### src/rtl/ebc_pkg.sv
package ebc_pkg;

    localparam int DATA_W = 8;
    localparam int BUS_W  = 2 * DATA_W;

    // register bit positions
    localparam int POS_REL  = 7;
    localparam int POS_WAIT = 4;
    localparam int POS_MODE = 0;

    // bits that hold state; the rest read as zero
    localparam logic [DATA_W-1:0] CFG_MASK = 8'b1011_0011;

    typedef enum logic [1:0] {
        ST_IDLE,
        ST_ACCESS,
        ST_STALL,
        ST_FIN
    } ebc_state_e;

    typedef struct packed {
        logic       release_io;
        logic [1:0] wait_code;
        logic [1:0] wmode;
    } ebc_cfg_t;

    // wait code is inverted: 11 -> 0 waits, 00 -> 3 waits
    function automatic logic [1:0] wait_cycles(input logic [1:0] code);
        return ~code;
    endfunction

    function automatic logic is_word_mode(input logic [1:0] m);
        return m[1];
    endfunction

endpackage

### src/rtl/ebc_cfg_reg.sv
module ebc_cfg_reg
    import ebc_pkg::*;
(
    input  logic              clk,
    input  logic              rst_n,
    input  logic              we,
    input  logic              lock,
    input  logic [DATA_W-1:0] wdata,
    output logic [DATA_W-1:0] rdata,
    output ebc_cfg_t          cfg
);

    logic [DATA_W-1:0] reg_q;

    always_ff @(posedge clk) begin
        if (!rst_n) begin
            reg_q <= '0;
        end else if (we && !lock) begin
            reg_q <= wdata & CFG_MASK;
        end
    end

    assign rdata = reg_q;

    always_comb begin
        cfg.release_io = reg_q[POS_REL];
        cfg.wait_code  = reg_q[POS_WAIT +: 2];
        cfg.wmode      = reg_q[POS_MODE +: 2];
    end

    AST_CFG_LOCKED: assert property (@(posedge clk) disable iff (!rst_n)
        (we && lock) |=> $stable(reg_q)) else $error("locked register changed");

endmodule

### src/rtl/ebc_seq.sv
module ebc_seq
    import ebc_pkg::*;
#(
    parameter int ADDR_W = 16
) (
    input  logic              clk,
    input  logic              rst_n,
    input  logic              req_valid,
    input  logic              req_write,
    input  logic [ADDR_W-1:0] req_addr,
    input  logic [DATA_W-1:0] req_wdata,
    input  logic              wide,
    input  ebc_cfg_t          cfg,
    output logic              busy,
    output logic              done,
    output logic [ADDR_W-1:0] cap_addr,
    output logic [DATA_W-1:0] cap_data,
    output logic [DATA_W-1:0] lo_hold,
    output logic              cap_write,
    output logic              cap_wide,
    output logic [1:0]        cap_mode
);

    ebc_state_e state_q, state_d;
    logic [1:0] cnt_q;
    logic       take;
    logic       latch_only;

    assign take       = (state_q == ST_IDLE) && req_valid;
    assign latch_only = req_write && wide && is_word_mode(cfg.wmode) && !req_addr[0];

    always_comb begin
        state_d = state_q;
        unique case (state_q)
            ST_IDLE: begin
                if (req_valid) state_d = latch_only ? ST_FIN : ST_ACCESS;
            end
            ST_ACCESS: state_d = (cnt_q == 2'd0) ? ST_FIN : ST_STALL;
            ST_STALL:  state_d = (cnt_q == 2'd0) ? ST_FIN : ST_STALL;
            ST_FIN:    state_d = ST_IDLE;
            default:   state_d = ST_IDLE;
        endcase
    end

    always_ff @(posedge clk) begin
        if (!rst_n) state_q <= ST_IDLE;
        else        state_q <= state_d;
    end

    always_ff @(posedge clk) begin
        if (!rst_n) begin
            cnt_q     <= '0;
            cap_addr  <= '0;
            cap_data  <= '0;
            lo_hold   <= '0;
            cap_write <= 1'b0;
            cap_wide  <= 1'b0;
            cap_mode  <= '0;
        end else if (take) begin
            cnt_q     <= wait_cycles(cfg.wait_code);
            cap_addr  <= req_addr;
            cap_data  <= req_wdata;
            cap_write <= req_write;
            cap_wide  <= wide;
            cap_mode  <= cfg.wmode;
            if (latch_only) lo_hold <= req_wdata;
        end else if (state_q != ST_IDLE && cnt_q != 2'd0) begin
            cnt_q <= cnt_q - 2'd1;
        end
    end

    always_comb begin
        busy = 1'b0;
        done = 1'b0;
        unique case (state_q)
            ST_IDLE:   ;
            ST_ACCESS: busy = 1'b1;
            ST_STALL:  busy = 1'b1;
            ST_FIN:    done = 1'b1;
            default:   ;
        endcase
    end

    AST_DONE_NOT_BUSY: assert property (@(posedge clk) disable iff (!rst_n)
        done |-> !busy) else $error("done while busy");
    AST_DONE_ONE_CYCLE: assert property (@(posedge clk) disable iff (!rst_n)
        done |=> !done) else $error("done longer than one cycle");
    AST_NO_TAKE_BUSY: assert property (@(posedge clk) disable iff (!rst_n)
        (busy && req_valid) |=> $stable(cap_addr)) else $error("request taken while busy");

endmodule

### src/rtl/ebc_lanes.sv
module ebc_lanes
    import ebc_pkg::*;
(
    input  logic              clk,
    input  logic              rst_n,
    input  logic              active,
    input  logic              is_write,
    input  logic              wide,
    input  logic [1:0]        mode,
    input  logic              a0,
    input  logic [DATA_W-1:0] data,
    input  logic [DATA_W-1:0] lo_hold,
    output logic [BUS_W-1:0]  dout,
    output logic              drive,
    output logic              wr_hi,
    output logic              wr_lo,
    output logic              en_hi,
    output logic              en_lo,
    output logic              rd_stb
);

    always_comb begin
        dout   = '0;
        drive  = 1'b0;
        wr_hi  = 1'b0;
        wr_lo  = 1'b0;
        en_hi  = 1'b0;
        en_lo  = 1'b0;
        rd_stb = 1'b0;
        if (active) begin
            if (!is_write) begin
                rd_stb = 1'b1;
            end else begin
                drive = 1'b1;
                if (!wide) begin
                    dout  = {{DATA_W{1'b0}}, data};
                    wr_lo = 1'b1;
                end else if (is_word_mode(mode)) begin
                    dout  = {data, lo_hold};
                    wr_hi = 1'b1;
                end else if (mode[0]) begin
                    dout  = {data, data};
                    wr_hi = 1'b1;
                    en_hi = a0;
                    en_lo = !a0;
                end else begin
                    dout  = {data, data};
                    wr_hi = a0;
                    wr_lo = !a0;
                end
            end
        end
    end

    AST_ENABLE_WITH_HI: assert property (@(posedge clk) disable iff (!rst_n)
        (en_hi || en_lo) |-> (wr_hi && !wr_lo)) else $error("enable without high strobe");
    AST_ONE_ENABLE: assert property (@(posedge clk) disable iff (!rst_n)
        $onehot0({en_hi, en_lo})) else $error("both enables");
    AST_RD_WR_EXCL: assert property (@(posedge clk) disable iff (!rst_n)
        rd_stb |-> !(wr_hi || wr_lo || drive)) else $error("read with write strobe");

endmodule

### src/rtl/ext_bus_ctl.sv
module ext_bus_ctl
    import ebc_pkg::*;
#(
    parameter int ADDR_W = 16
) (
    input  logic              clk,
    input  logic              rst_n,
    input  logic              internal_only,
    input  logic              wide,
    input  logic              cfg_we,
    input  logic [7:0]        cfg_wdata,
    output logic [7:0]        cfg_rdata,
    input  logic              req_valid,
    input  logic              req_write,
    input  logic [ADDR_W-1:0] req_addr,
    input  logic [7:0]        req_wdata,
    output logic              busy,
    output logic              done,
    output logic              bus_own,
    output logic [ADDR_W-1:0] bus_addr,
    output logic [15:0]       bus_dout,
    output logic              bus_drive,
    output logic              wr_hi,
    output logic              wr_lo,
    output logic              en_hi,
    output logic              en_lo,
    output logic              rd_stb
);

    ebc_cfg_t          cfg;
    logic [ADDR_W-1:0] cap_addr;
    logic [DATA_W-1:0] cap_data;
    logic [DATA_W-1:0] lo_hold;
    logic              cap_write;
    logic              cap_wide;
    logic [1:0]        cap_mode;

    ebc_cfg_reg u_cfg (
        .clk   (clk),
        .rst_n (rst_n),
        .we    (cfg_we),
        .lock  (internal_only),
        .wdata (cfg_wdata),
        .rdata (cfg_rdata),
        .cfg   (cfg)
    );

    ebc_seq #(.ADDR_W(ADDR_W)) u_seq (
        .clk       (clk),
        .rst_n     (rst_n),
        .req_valid (req_valid),
        .req_write (req_write),
        .req_addr  (req_addr),
        .req_wdata (req_wdata),
        .wide      (wide),
        .cfg       (cfg),
        .busy      (busy),
        .done      (done),
        .cap_addr  (cap_addr),
        .cap_data  (cap_data),
        .lo_hold   (lo_hold),
        .cap_write (cap_write),
        .cap_wide  (cap_wide),
        .cap_mode  (cap_mode)
    );

    ebc_lanes u_lanes (
        .clk      (clk),
        .rst_n    (rst_n),
        .active   (busy),
        .is_write (cap_write),
        .wide     (cap_wide),
        .mode     (cap_mode),
        .a0       (cap_addr[0]),
        .data     (cap_data),
        .lo_hold  (lo_hold),
        .dout     (bus_dout),
        .drive    (bus_drive),
        .wr_hi    (wr_hi),
        .wr_lo    (wr_lo),
        .en_hi    (en_hi),
        .en_lo    (en_lo),
        .rd_stb   (rd_stb)
    );

    assign bus_own  = !cfg.release_io || busy;
    assign bus_addr = cap_addr;

    AST_OWN_WHEN_BUSY: assert property (@(posedge clk) disable iff (!rst_n)
        busy |-> bus_own) else $error("bus not owned during access");
    AST_STROBE_IN_WINDOW: assert property (@(posedge clk) disable iff (!rst_n)
        (wr_hi || wr_lo || rd_stb || bus_drive) |-> busy) else $error("strobe outside access");

endmodule

### config.mk
export PLATFORM = sky130hd
export DESIGN_NAME = ext_bus_ctl
export DESIGN_NICKNAME = d
export VERILOG_FILES = /design/src/rtl/ebc_pkg.sv /design/src/rtl/ebc_cfg_reg.sv /design/src/rtl/ebc_seq.sv /design/src/rtl/ebc_lanes.sv /design/src/rtl/ext_bus_ctl.sv
export SDC_FILE = /design/constraint.sdc
export NUM_CORES = 1
export LEC_CHECK = 0
export ABC_AREA = 1
export BUFFER_PORTS_ARGS = -buffer_cell sky130_fd_sc_hd__clkbuf_2
export CAP_MARGIN = 15
export CORE_AREA = 2 2 76 78
export DETAILED_ROUTE_END_ITERATION = 10
export DIE_AREA = 0 0 78 80
export PLACE_DENSITY = 0.77
export SETUP_SLACK_MARGIN = 0.3
export SKIP_CTS_REPAIR_TIMING = 1
export SLEW_MARGIN = 20
export SYNTH_ARGS = -nofsm -noshare
export SYNTH_HDL_FRONTEND = slang
export SYNTH_HIERARCHICAL = 1
export SYNTH_SLANG_ARGS = --single-unit
### constraint.sdc
create_clock -name clk -period 1.7 [get_ports clk]
set_clock_uncertainty 0.2 [all_clocks]
set_input_delay 0.17 -clock clk [delete_from_list [all_inputs] [get_ports clk]]
set_output_delay 0.17 -clock clk [all_outputs]
set_load 0.1 [all_outputs]
==> impl_metrics.yaml, run 1 <==
detailed_routing:
  detail-route-antenna-nets: 0
  wirelength_um: 8130
  num_vias: 2525
  via_per_inst: 4.98
  drtIter0Drc: 111
  drt-pass1-iter-count: 4
  wl_per_cell_um: 16.0
  drc_errors: 0
hold_path:
  hold_depth: 5
  hold_path.class: "in -> reg"
  hold_end: "u_cfg/rdata[5]"
  min_from: "cfg_wdata[5]"
synthesis:
  synth_edf_count: 0
  synth_area_leaders: "dfxtp_1 (43%), nor2_1 (16%), o21ai_0 (9.8%)"
  synth_top_area_cell: "dfxtp_1"
  ys.flop_type: "dfxtp_1"
  ys_ff_latch: 45
  synth_cells: 306
  yosys_warnings: 6
  syn_area_per_cell_um2: 6.87
  netlist_area_um2: 2100
  async_reset_ff_share_pct: 0
  ys_seq_area_share_pct: 42.9
  synth.distinct_cells: 21
  synth_top_area_share_pct: 42.9
floorplan:
  die-height_um: 80
  io_pins: 88
  core_area_um2: 5410
  rows: 27
  die_x_um: 78
  start_util_pct: 38.9
  die-area_um2: 6240
power_and_ir_drop:
  powerDensity_nw_per_um2: 873
  clock_power_share_pct: 19.1
  p_comb_share_pct: 46.7
  leakagePower_nw: 1.83
  switching_share_pct: 43.6
  seq_power_share_pct: 34.2
  peakVddDrop_mv: 0.720
  intPower_w: 0.00210
  power.switching_w: 0.00162
critical_path:
  reg2reg_depth: 8
  endpoint_kind: "primary output"
  reg2reg_slack_ns: 0.09
  cp.required_ns: 1.33
  cp.arrival_ns: 1.67
  r2r_end: "u_seq/cap_addr[6]"
  start_kind: "register"
  critPathMaxFanout: 7
  rr_startpoint: "u_seq/state_q[1]"
  setup.worst_path.class: "reg -> out"
clocking:
  numCtsBuffers: 5
  clk_path_buf_depth: 2
  clk_pin_slew_ns: 0.09
  ctsRootBufferMaster: "clkbuf_8"
  cts_tree: "built"
  h-tree-depth: 2
  clock-sinks: 45
  worstSkewPairLatency_ns: 0.30
sta:
  period_minus_slack_ns: 2.04
  hold_viol: 2
  post-route-period-util_pct: 120
  worst_slew_pin_slew_ns: 0.572
  hold_ws_ns: -0.0220
  fmaxAchievable_ghz: 0.490
  rsz0062_at_grt: "yes"
  setup_tns_ns: -6.93
  setup_ws_ns: -0.341
  relSlewSlack_pct: 61.9
  finalSetupViolCount: 24
  report.final.slew_viol_count: 0
global_route:
  gr-usage-met1_pct: 21.9
  overflow: 0
  grt_pass1_wl_um: 9170
  grt_usage_pct: 18.4
  grt.met2_usage_pct: 33.5
  grt_max_degree: 44
  antenna_found_initial: 0
  grt_pass1_vias: 2062
  top_usage_layer: "met2"
  gr-usage-met3_pct: 4.52
run_status:
  failed_checks: "hold timing, setup timing"
  status: "complete, but fails checks"
layout:
  nFillCells: 303
  drive_above_1_share_pct: 55.2
  nets: 476
  final_util_pct: 78.9
  syn_to_final_growth_pct: 103
  antenna_cells: 0
placement:
  globalplace.congestion: 0.789
  dp_hpwl_um: 4140
  portBuffers: 81
  post-place-ws_ns: -0.0177
job:
  drv_cap: 0
==> cell usage after synthesis (2+ instances only) <==
library cell,n
ha_1,3
nor2_1,90
buf_6,5
nand3_2,2
clkbuf_1,3
inv_1,34
buf_2,2
inv_2,2
nand2_1,33
nand3_1,7
a21oi_1,20
dfxtp_1,45
buf_1,2
o21ai_0,41
nand2_2,2
buf_4,10
==> state kept, by name (all words and copies together), names as in the netlist <==
name	cells
u_seq/cap_addr	16
u_seq/cap_data	8
u_seq/lo_hold	8
u_cfg/rdata	5
u_seq/cap_mode	2
u_seq/cnt_q	2
u_seq/state_q	2
u_seq/cap_wide	1
u_seq/cap_write	1
==> how the worst max path moves through the flow <==
stage                          start           end  slack [ns]  cells after the start
global route        u_seq/state_q[0]         en_lo       -0.41                      8
CTS                 u_seq/state_q[1]  bus_dout[10]       -0.36                      8
finish              u_seq/state_q[1]   bus_dout[4]       -0.34                      8
global placement    u_seq/state_q[1]  bus_dout[10]        0.03                      8
detailed placement  u_seq/state_q[1]  bus_dout[10]       -0.02                      8
floorplan           u_seq/state_q[1]         en_hi       -0.52                      7
==> power groups by stage <==
| stage | sequential (W) | combinational (W) | clock [W] |
|---|---|---|---|
| 6_report | 0.00127 | 0.00174 | 0.000711 |
| 5_1_grt | 0.00129 | 0.00182 | 0.000771 |
| 4_1_cts | 0.00124 | 0.00126 | 0.000719 |
| 3_5_place_dp | 0.00126 | 0.00125 | 0 |
| 3_3_place_gp | 0.00125 | 0.00123 | 0 |
| 2_1_floorplan | 0.00157 | 0.000670 | 0 |
==> final cells by class <==
class / count / area, µm² / share of cell area [%]
clock buffers: 6 / 82.6 / 1.94
clock inverters: 2 / 13.8 / 0.323
inverters: 37 / 159 / 3.73
multi-input cells: 204 / 1450 / 34.1
flip-flops and latches: 45 / 925 / 21.7
well taps: 72 / 90.1 / 2.11
repair buffers: 141 / 1540 / 36.1
==> worst max-delay path, cell delays in order (launching register included) <==
cell,delay (ns)
dfxtp_2,0.37
inv_2,0.06
ha_4,0.27
nand2_4,0.06
inv_8,0.09
buf_12,0.13
o21ai_2,0.07
nor2_4,0.13
buf_12,0.19
==> kinds of logic (layout without fill, tap and decap cells) <==
family,count (synthesis),count (layout),share of synthesized area (%)
simple gates,137,137,26.3
compound gates,61,61,14.5
buf+inv,59,186,14.3
flops,45,45,42.9
fa+ha+maj,3,3,1.79
other cells,1,3,0.179
==> stage by stage <==
step	area, µm²	instances	total power (W)
3_5_place_dp	3210	453	0.00251
2_1_floorplan	2370	308	0.00224
3_3_place_gp	3210	453	0.00248
6_report	4260	507	0.00372
4_1_cts	3300	461	0.00321
5_1_grt	4260	507	0.00388
==> per-layer routing <==
metal | vias to the layer above | part of all wire, %
met5 | - | 0
met4 | 0 | 1.9
met3 | 16 | 4.0
met2 | 87 | 55
met1 | 1231 | 39
li1 | 1191 | -
==> cell usage in the layout, fill, tap and decap left out, types with 2 or more instances in the layout <==
cell type,instances
nand2_1,17
nand2_8,2
clkbuf_2,35
nor2_4,33
a21oi_2,7
buf_6,13
buf_8,4
a21oi_1,12
nand3_4,2
o21ai_2,16
clkbuf_16,3
dfxtp_2,19
buf_4,15
buf_12,30
o21ai_0,11
nor2_2,7
clkbuf_8,6
o21ai_1,8
nand2_4,6
clkbuf_4,16
dfxtp_1,26
conb_1,3
inv_2,4
inv_1,31
nand2_2,10
ha_1,2
o21ai_4,6
nor2_1,52
dlygate4sd3_1,25
nand3_1,7
(Power assumes the default switching activity.)
==> run 2, diff against run 1 <==
- ABC_AREA: 1 -> 0
- CORE_AREA: 2 2 76 78 -> 2 2 77 79
- DIE_AREA: 0 0 78 80 -> 0 0 79 81
- PLACE_DENSITY: 0.77 -> 0.74
==> run 2 against run 1 <==
Against the previous run: the flow finishes with violations (setup timing); clock-buffer cell count rose by 1; sequential power barely moved; non-clock buffer count fell by 5; hold slack improved by 0.074 ns; clock power fell by 6.2%; design area fell by 1.8%; register-to-register slack improved by 0.12 ns; critical path type unchanged; largest cell class is now multi-input combinational cells.
==> impl_metrics.yaml, run 2 <==
global_route:
  grt_pass1_vias: 1791
  grt_max_degree: 29
  overflow: 0
  grt_pass1_wl_um: 8630
  grt_usage_pct: 17.0
  antenna_found_initial: 0
clocking:
  ctsRootBufferMaster: "clkbuf_8"
  numCtsBuffers: 5
  worstSkewPairLatency_ns: 0.29
  clk_pin_slew_ns: 0.08
  h-tree-depth: 2
  clk_path_buf_depth: 2
  clock-sinks: 45
  cts_tree: "built"
floorplan:
  rows: 28
  die_x_um: 79
  core_area_um2: 5680
  start_util_pct: 37.9
  die-height_um: 81
  die-area_um2: 6400
  io_pins: 88
power_and_ir_drop:
  seq_power_share_pct: 30.3
  switching_share_pct: 44.0
  p_comb_share_pct: 53.6
  peakVddDrop_mv: 0.648
  powerDensity_nw_per_um2: 990
  clock_power_share_pct: 16.1
  intPower_w: 0.00232
  leakagePower_nw: 1.72
  power.switching_w: 0.00182
critical_path:
  start_kind: "register"
  critPathTopFamily: "buffers and inverters"
  cp.arrival_ns: 1.64
  cp_cell_sequence: "inv_2 > ha_4 > nand4_1 > buf_6 > nor3b_4 > buf_12"
  critPathMaxStageDelay_ns: 0.34
  cp.required_ns: 1.33
  critPathMaxFanout: 3
  crit_cells: 6
  setup.worst_path.start: "u_seq/state_q[1]"
  endpoint_kind: "primary output"
  worstSetupEndpoint: "en_hi"
  rr_startpoint: "u_seq/state_q[0]"
  cp.buffers_inverters: 3
  setup.worst_path.class: "reg -> out"
  r2r_end: "u_seq/cap_data[6]"
  reg2reg_slack_ns: 0.21
  reg2reg_depth: 6
  slowest_stage: "dfxtp_2"
synthesis:
  ys_seq_area_share_pct: 41.9
  synth_edf_count: 0
  yosys_warnings: 6
  ys_ff_latch: 45
  synth_top_area_cell: "dfxtp_1"
  ys.flop_type: "dfxtp_1"
  netlist_area_um2: 2150
  synth_cells: 267
  synth.distinct_cells: 33
  async_reset_ff_share_pct: 0
  synth_common_cells: "nand2_1 (83), dfxtp_1 (45), a21oi_1 (39), mux2i_1 (13), buf_4 (11)"
  yosysMostFrequentCell: "nand2_1"
  syn_area_per_cell_um2: 8.05
  synth_area_leaders: "dfxtp_1 (42%), nand2_1 (15%), a21oi_1 (9.1%)"
  synth_top_area_share_pct: 41.9
placement:
  post-place-ws_ns: -0.0617
  globalplace.congestion: 0.808
  dp.cells: 411
  dp_hpwl_um: 3870
  placed_area_um2: 3130
  portBuffers: 81
sta:
  hold_viol: 0
  report.final.slew_viol_count: 0
  period_minus_slack_ns: 2.01
  post-route-period-util_pct: 118
  finalSetupViolCount: 23
  fmaxAchievable_ghz: 0.497
  setup_ws_ns: -0.314
  rsz0062_at_grt: "yes"
hold_path:
  hold_path.class: "in -> reg"
  hold_depth: 3
detailed_routing:
  num_vias: 2276
  drc_errors: 0
  via_per_inst: 4.94
  drtIter0Drc: 107
  wl_per_cell_um: 15.3
  wirelength_um: 7050
  detail-route-antenna-nets: 0
  drt-pass1-iter-count: 4
layout:
  nets: 428
  largest_register: "u_seq/cap_addr"
  nFillCells: 383
  fin_cells: 461
  mostFrequentLayoutCell: "nand2_1"
  drive_above_1_share_pct: 59.8
  final_area_um2: 4190
  largest_reg_flops: 16
  antenna_cells: 0
  syn_to_final_growth_pct: 94.9
  reg_top3: "u_seq/cap_addr x16, u_seq/cap_data x8, u_seq/lo_hold x8"
  layout_common_cells: "nand2_1 (55), clkbuf_2 (35), dlygate4sd3_1 (32), buf_12 (30), a21oi_2 (28)"
job:
  drv_cap: 0
run_status:
  failed_checks: "setup timing"
  status: "complete, but fails checks"
## run 2: changes by cell type in the layout (fill, tap and decap cells not counted), moves of 8 or more
cell,change
inv_1,-27
nor2_4,-31
mux2i_1,+13
o21ai_0,-11
a21oi_4,+8
nand2_4,+20
a21oi_2,+21
a21bo_2,+8
nand2_1,+38
nor2_1,-51
and3_4,+9
a21oi_1,-10
o21ai_2,-16
## run 2: stage by stage
stage	util [%]	hold slack, ns	setup TNS (ns)	total power, W
6_report	73.8	0.0517	-4.91	0.00415
5_1_grt	73.8	0.0589	-6.11	0.00431
4_1_cts	56.7	-0.121	-6.00	0.00357
3_5_place_dp	55.2	0.192	-0.0765	0.00290
3_3_place_gp	55.2	0.187	-0.0332	0.00288
2_1_floorplan	-	0.0985	-12.04	0.00254
## run 2: worst register-to-register path: stages (launching register included)
cell and delay, ns:
dfxtp_2 0.33, inv_2 0.06, ha_4 0.19, and2_4 0.27, buf_12 0.19, nand2_4 0.06, a21oi_2 0.14
## run 2: cell families after synthesis
kind of cell	Yosys count	synth area share [%]
multiplexers	13	6.06
AND/OR/NAND/NOR	117	24.8
other	1	0.175
buffers and inverters	34	10.3
flip-flops	45	41.9
AO/OA/AOI/OAI	54	15.0
adder cells (fa/ha/maj)	3	1.75
## run 2: worst min-delay path by stage
stage / from / to / slack, ns
after floorplan: req_addr[0] / u_seq/cap_addr[0] / 0.1
after global placement: req_addr[3] / u_seq/cap_addr[3] / 0.19
after detailed placement: req_addr[3] / u_seq/cap_addr[3] / 0.19
after CTS: req_addr[3] / u_seq/cap_addr[3] / -0.12
after global routing: cfg_we / u_cfg/rdata[0] / 0.06
final: cfg_we / u_cfg/rdata[1] / 0.05
## run 2: layout make-up
| type | count | area, µm² | area share [%] |
|---|---|---|---|
| multi-input cells | 190 | 1570 | 37.5 |
| repair buffers | 136 | 1480 | 35.3 |
| flip-flops and latches | 45 | 925 | 22.1 |
| inverters | 7 | 30.0 | 0.717 |
| well taps | 75 | 93.8 | 2.24 |
| repair inverters | 1 | 7.51 | 0.179 |
| clock buffers | 7 | 86.3 | 2.06 |
## run 2: layer usage
metal	GRT usage [%]	part of all wire [%]
met1	21.6	41
met5	0	0
met2	29.5	52
met3	2.89	4.1
met4	5.17	2.3
## run 2: power groups by stage
stage / Combinational (W) / Clock [W] / Sequential [W]
2_1_floorplan: 0.000937 / 0 / 0.00160
5_1_grt: 0.00231 / 0.000730 / 0.00127
3_5_place_dp: 0.00163 / 0 / 0.00128
6_report: 0.00222 / 0.000667 / 0.00126
3_3_place_gp: 0.00161 / 0 / 0.00127
4_1_cts: 0.00163 / 0.000684 / 0.00125
==> run 3, diff against run 2 <==
- CELL_PAD_IN_SITES_DETAIL_PLACEMENT: unset -> 1
- CELL_PAD_IN_SITES_GLOBAL_PLACEMENT: unset -> 2
- CORE_AREA: 2 2 77 79 -> 2 2 94 96
- DIE_AREA: 0 0 79 81 -> 0 0 96 98
- PLACE_DENSITY: 0.74 -> 0.86
- REMOVE_ABC_BUFFERS: unset -> 1
==> run 3 against run 2 <==
Against the previous run: the flow still finishes with violations (setup timing); clock-buffer cell count did not move; hold slack improved by 0.0095 ns; first-iteration DRC count fell by 30%; die area rose by 47%; sequential share of layout area fell by 0.18 points; highest routed layer unchanged.
==> impl_metrics.yaml, run 3 (synthesized netlist as in run 2, its figures left out) <==
detailed_routing:
  drtIter0Drc: 75
  num_vias: 2359
  drc_errors: 0
  wl_per_cell_um: 16.3
  via_per_inst: 4.69
  drt-pass1-iter-count: 4
  detail-route-antenna-nets: 0
  wirelength_um: 8220
hold_path:
  hold_end: "u_cfg/rdata[7]"
  hold_path.class: "in -> reg"
  hold_depth: 3
  min_from: "cfg_we"
sta:
  finalSetupViolCount: 24
  report.final.slew_viol_count: 0
  post-route-period-util_pct: 119
  fmaxAchievable_ghz: 0.496
  hold_viol: 0
  hold_ws_ns: 0.0612
  period_minus_slack_ns: 2.02
  setup_tns_ns: -6.15
  rsz0062_at_grt: "yes"
  setup_ws_ns: -0.316
power_and_ir_drop:
  intPower_w: 0.00237
  clock_power_share_pct: 16.3
  switching_share_pct: 43.6
  power.switching_w: 0.00184
  leakagePower_nw: 1.71
  seq_power_share_pct: 29.6
  powerDensity_nw_per_um2: 1020
  peakVddDrop_mv: 0.448
  p_comb_share_pct: 54.1
clocking:
  ctsRootBufferMaster: "clkbuf_8"
  clock-sinks: 45
  numCtsBuffers: 5
  clk_path_buf_depth: 2
  cts_tree: "built"
  clk_pin_slew_ns: 0.09
  h-tree-depth: 2
  worstSkewPairLatency_ns: 0.30
layout:
  syn_to_final_growth_pct: 92.3
  antenna_cells: 0
  reg_top3: "u_seq/cap_addr x16, u_seq/cap_data x8, u_seq/lo_hold x8"
  layout_common_cells: "nand2_1 (69), dfxtp_1 (42), clkbuf_2 (35), dlygate4sd3_1 (32), buf_12 (31)"
  drive_above_1_share_pct: 50.4
  mostFrequentLayoutCell: "nand2_1"
  nets: 437
  largest_register: "u_seq/cap_addr"
  largest_reg_flops: 16
placement:
  globalplace.congestion: 0.731
  portBuffers: 81
  post-place-ws_ns: -0.0809
  dp_hpwl_um: 4490
global_route:
  antenna_found_initial: 0
  grt_pass1_vias: 2120
  overflow: 0
  grt_pass1_wl_um: 9780
  grt_max_degree: 31
  grt_usage_pct: 13.0
critical_path:
  critPathMaxStageDelay_ns: 0.35
  critPathMaxFanout: 3
  reg2reg_slack_ns: 0.11
  slowest_stage: "dfxtp_2"
  reg2reg_depth: 8
  endpoint_kind: "primary output"
  cp.arrival_ns: 1.65
  cp_cell_sequence: "inv_2 > ha_4 > nand4_1 > nor3b_2 > buf_4 > buf_12"
  cp.required_ns: 1.33
  start_kind: "register"
  r2r_end: "u_seq/state_q[1]"
  rr_startpoint: "u_seq/state_q[1]"
  setup.worst_path.class: "reg -> out"
floorplan:
  rows: 34
  die-area_um2: 9410
  die_x_um: 96
  core_area_um2: 8470
  die-height_um: 98
  io_pins: 88
  start_util_pct: 25.4
job:
  drv_cap: 0
run_status:
  failed_checks: "setup timing"
  status: "complete, but fails checks"
==> run 3: changes by cell type in the layout (fill, tap and decap cells not counted), moves of 11 or more <==
| cell | before | now |
|---|---|---|
| nand2_4 | 26 | 14 |
| dfxtp_2 | 19 | 3 |
| dfxtp_1 | 26 | 42 |
| buf_4 | 10 | 21 |
| nand2_1 | 55 | 69 |
| a21oi_2 | 28 | 15 |
| a21oi_1 | 2 | 15 |
==> run 3: critical path: cells and delay by family, from the launching register on <==
family	cells	cell delay [ns]
flops	1	0.35
fa+ha+maj	1	0.27
simple gates	2	0.38
buf+inv	3	0.34
==> run 3: worst max-delay path by stage <==
stage	from	end	slack, ns	cells after the start
2_1_floorplan	u_seq/state_q[0]	en_hi	-2.45	4
3_5_place_dp	u_seq/state_q[0]	bus_dout[0]	-0.08	6
3_3_place_gp	u_seq/state_q[0]	bus_dout[7]	-0.04	6
4_1_cts	u_seq/state_q[0]	en_hi	-0.42	6
6_report	u_seq/state_q[0]	en_hi	-0.32	6
5_1_grt	u_seq/state_q[1]	en_lo	-0.38	6
==> run 3: layout make-up <==
cell class | count | area [µm²]
repair buffers | 144 | 1530
clock buffers | 7 | 86.3
multi-input cells | 192 | 1450
fillers | 944 | 4330
inverters | 7 | 26.3
flip-flops and latches | 45 | 905
well taps | 108 | 135
==> run 3: power by group through the flow <==
stage	Sequential (W)	Combinational (W)	Clock, W
floorplan	0.00164	0.000690	0
global placement	0.00125	0.00155	0
detailed placement	0.00125	0.00158	0
CTS	0.00123	0.00158	0.000716
global route	0.00126	0.00239	0.000759
finish	0.00124	0.00228	0.000685
==> run 3: stage by stage <==
step	utilization [%]	cells	instance area, µm²	power [W]
2_1_floorplan	-	242	1960	0.00233
3_3_place_gp	35.8	451	3030	0.00280
3_5_place_dp	35.8	451	3030	0.00283
4_1_cts	36.8	458	3110	0.00352
5_1_grt	48.8	503	4130	0.00440
6_report	48.8	503	4130	0.00421
==> run 3: metal layers <==
metal  vias up  part of all wire [%]  GRT usage [%]
met5         -                     0              0
met2        62                    55           23.2
met1      1158                    39           15.0
li1       1125                     -              -
met4         0                   1.7           2.97
met3        14                   4.8           4.09
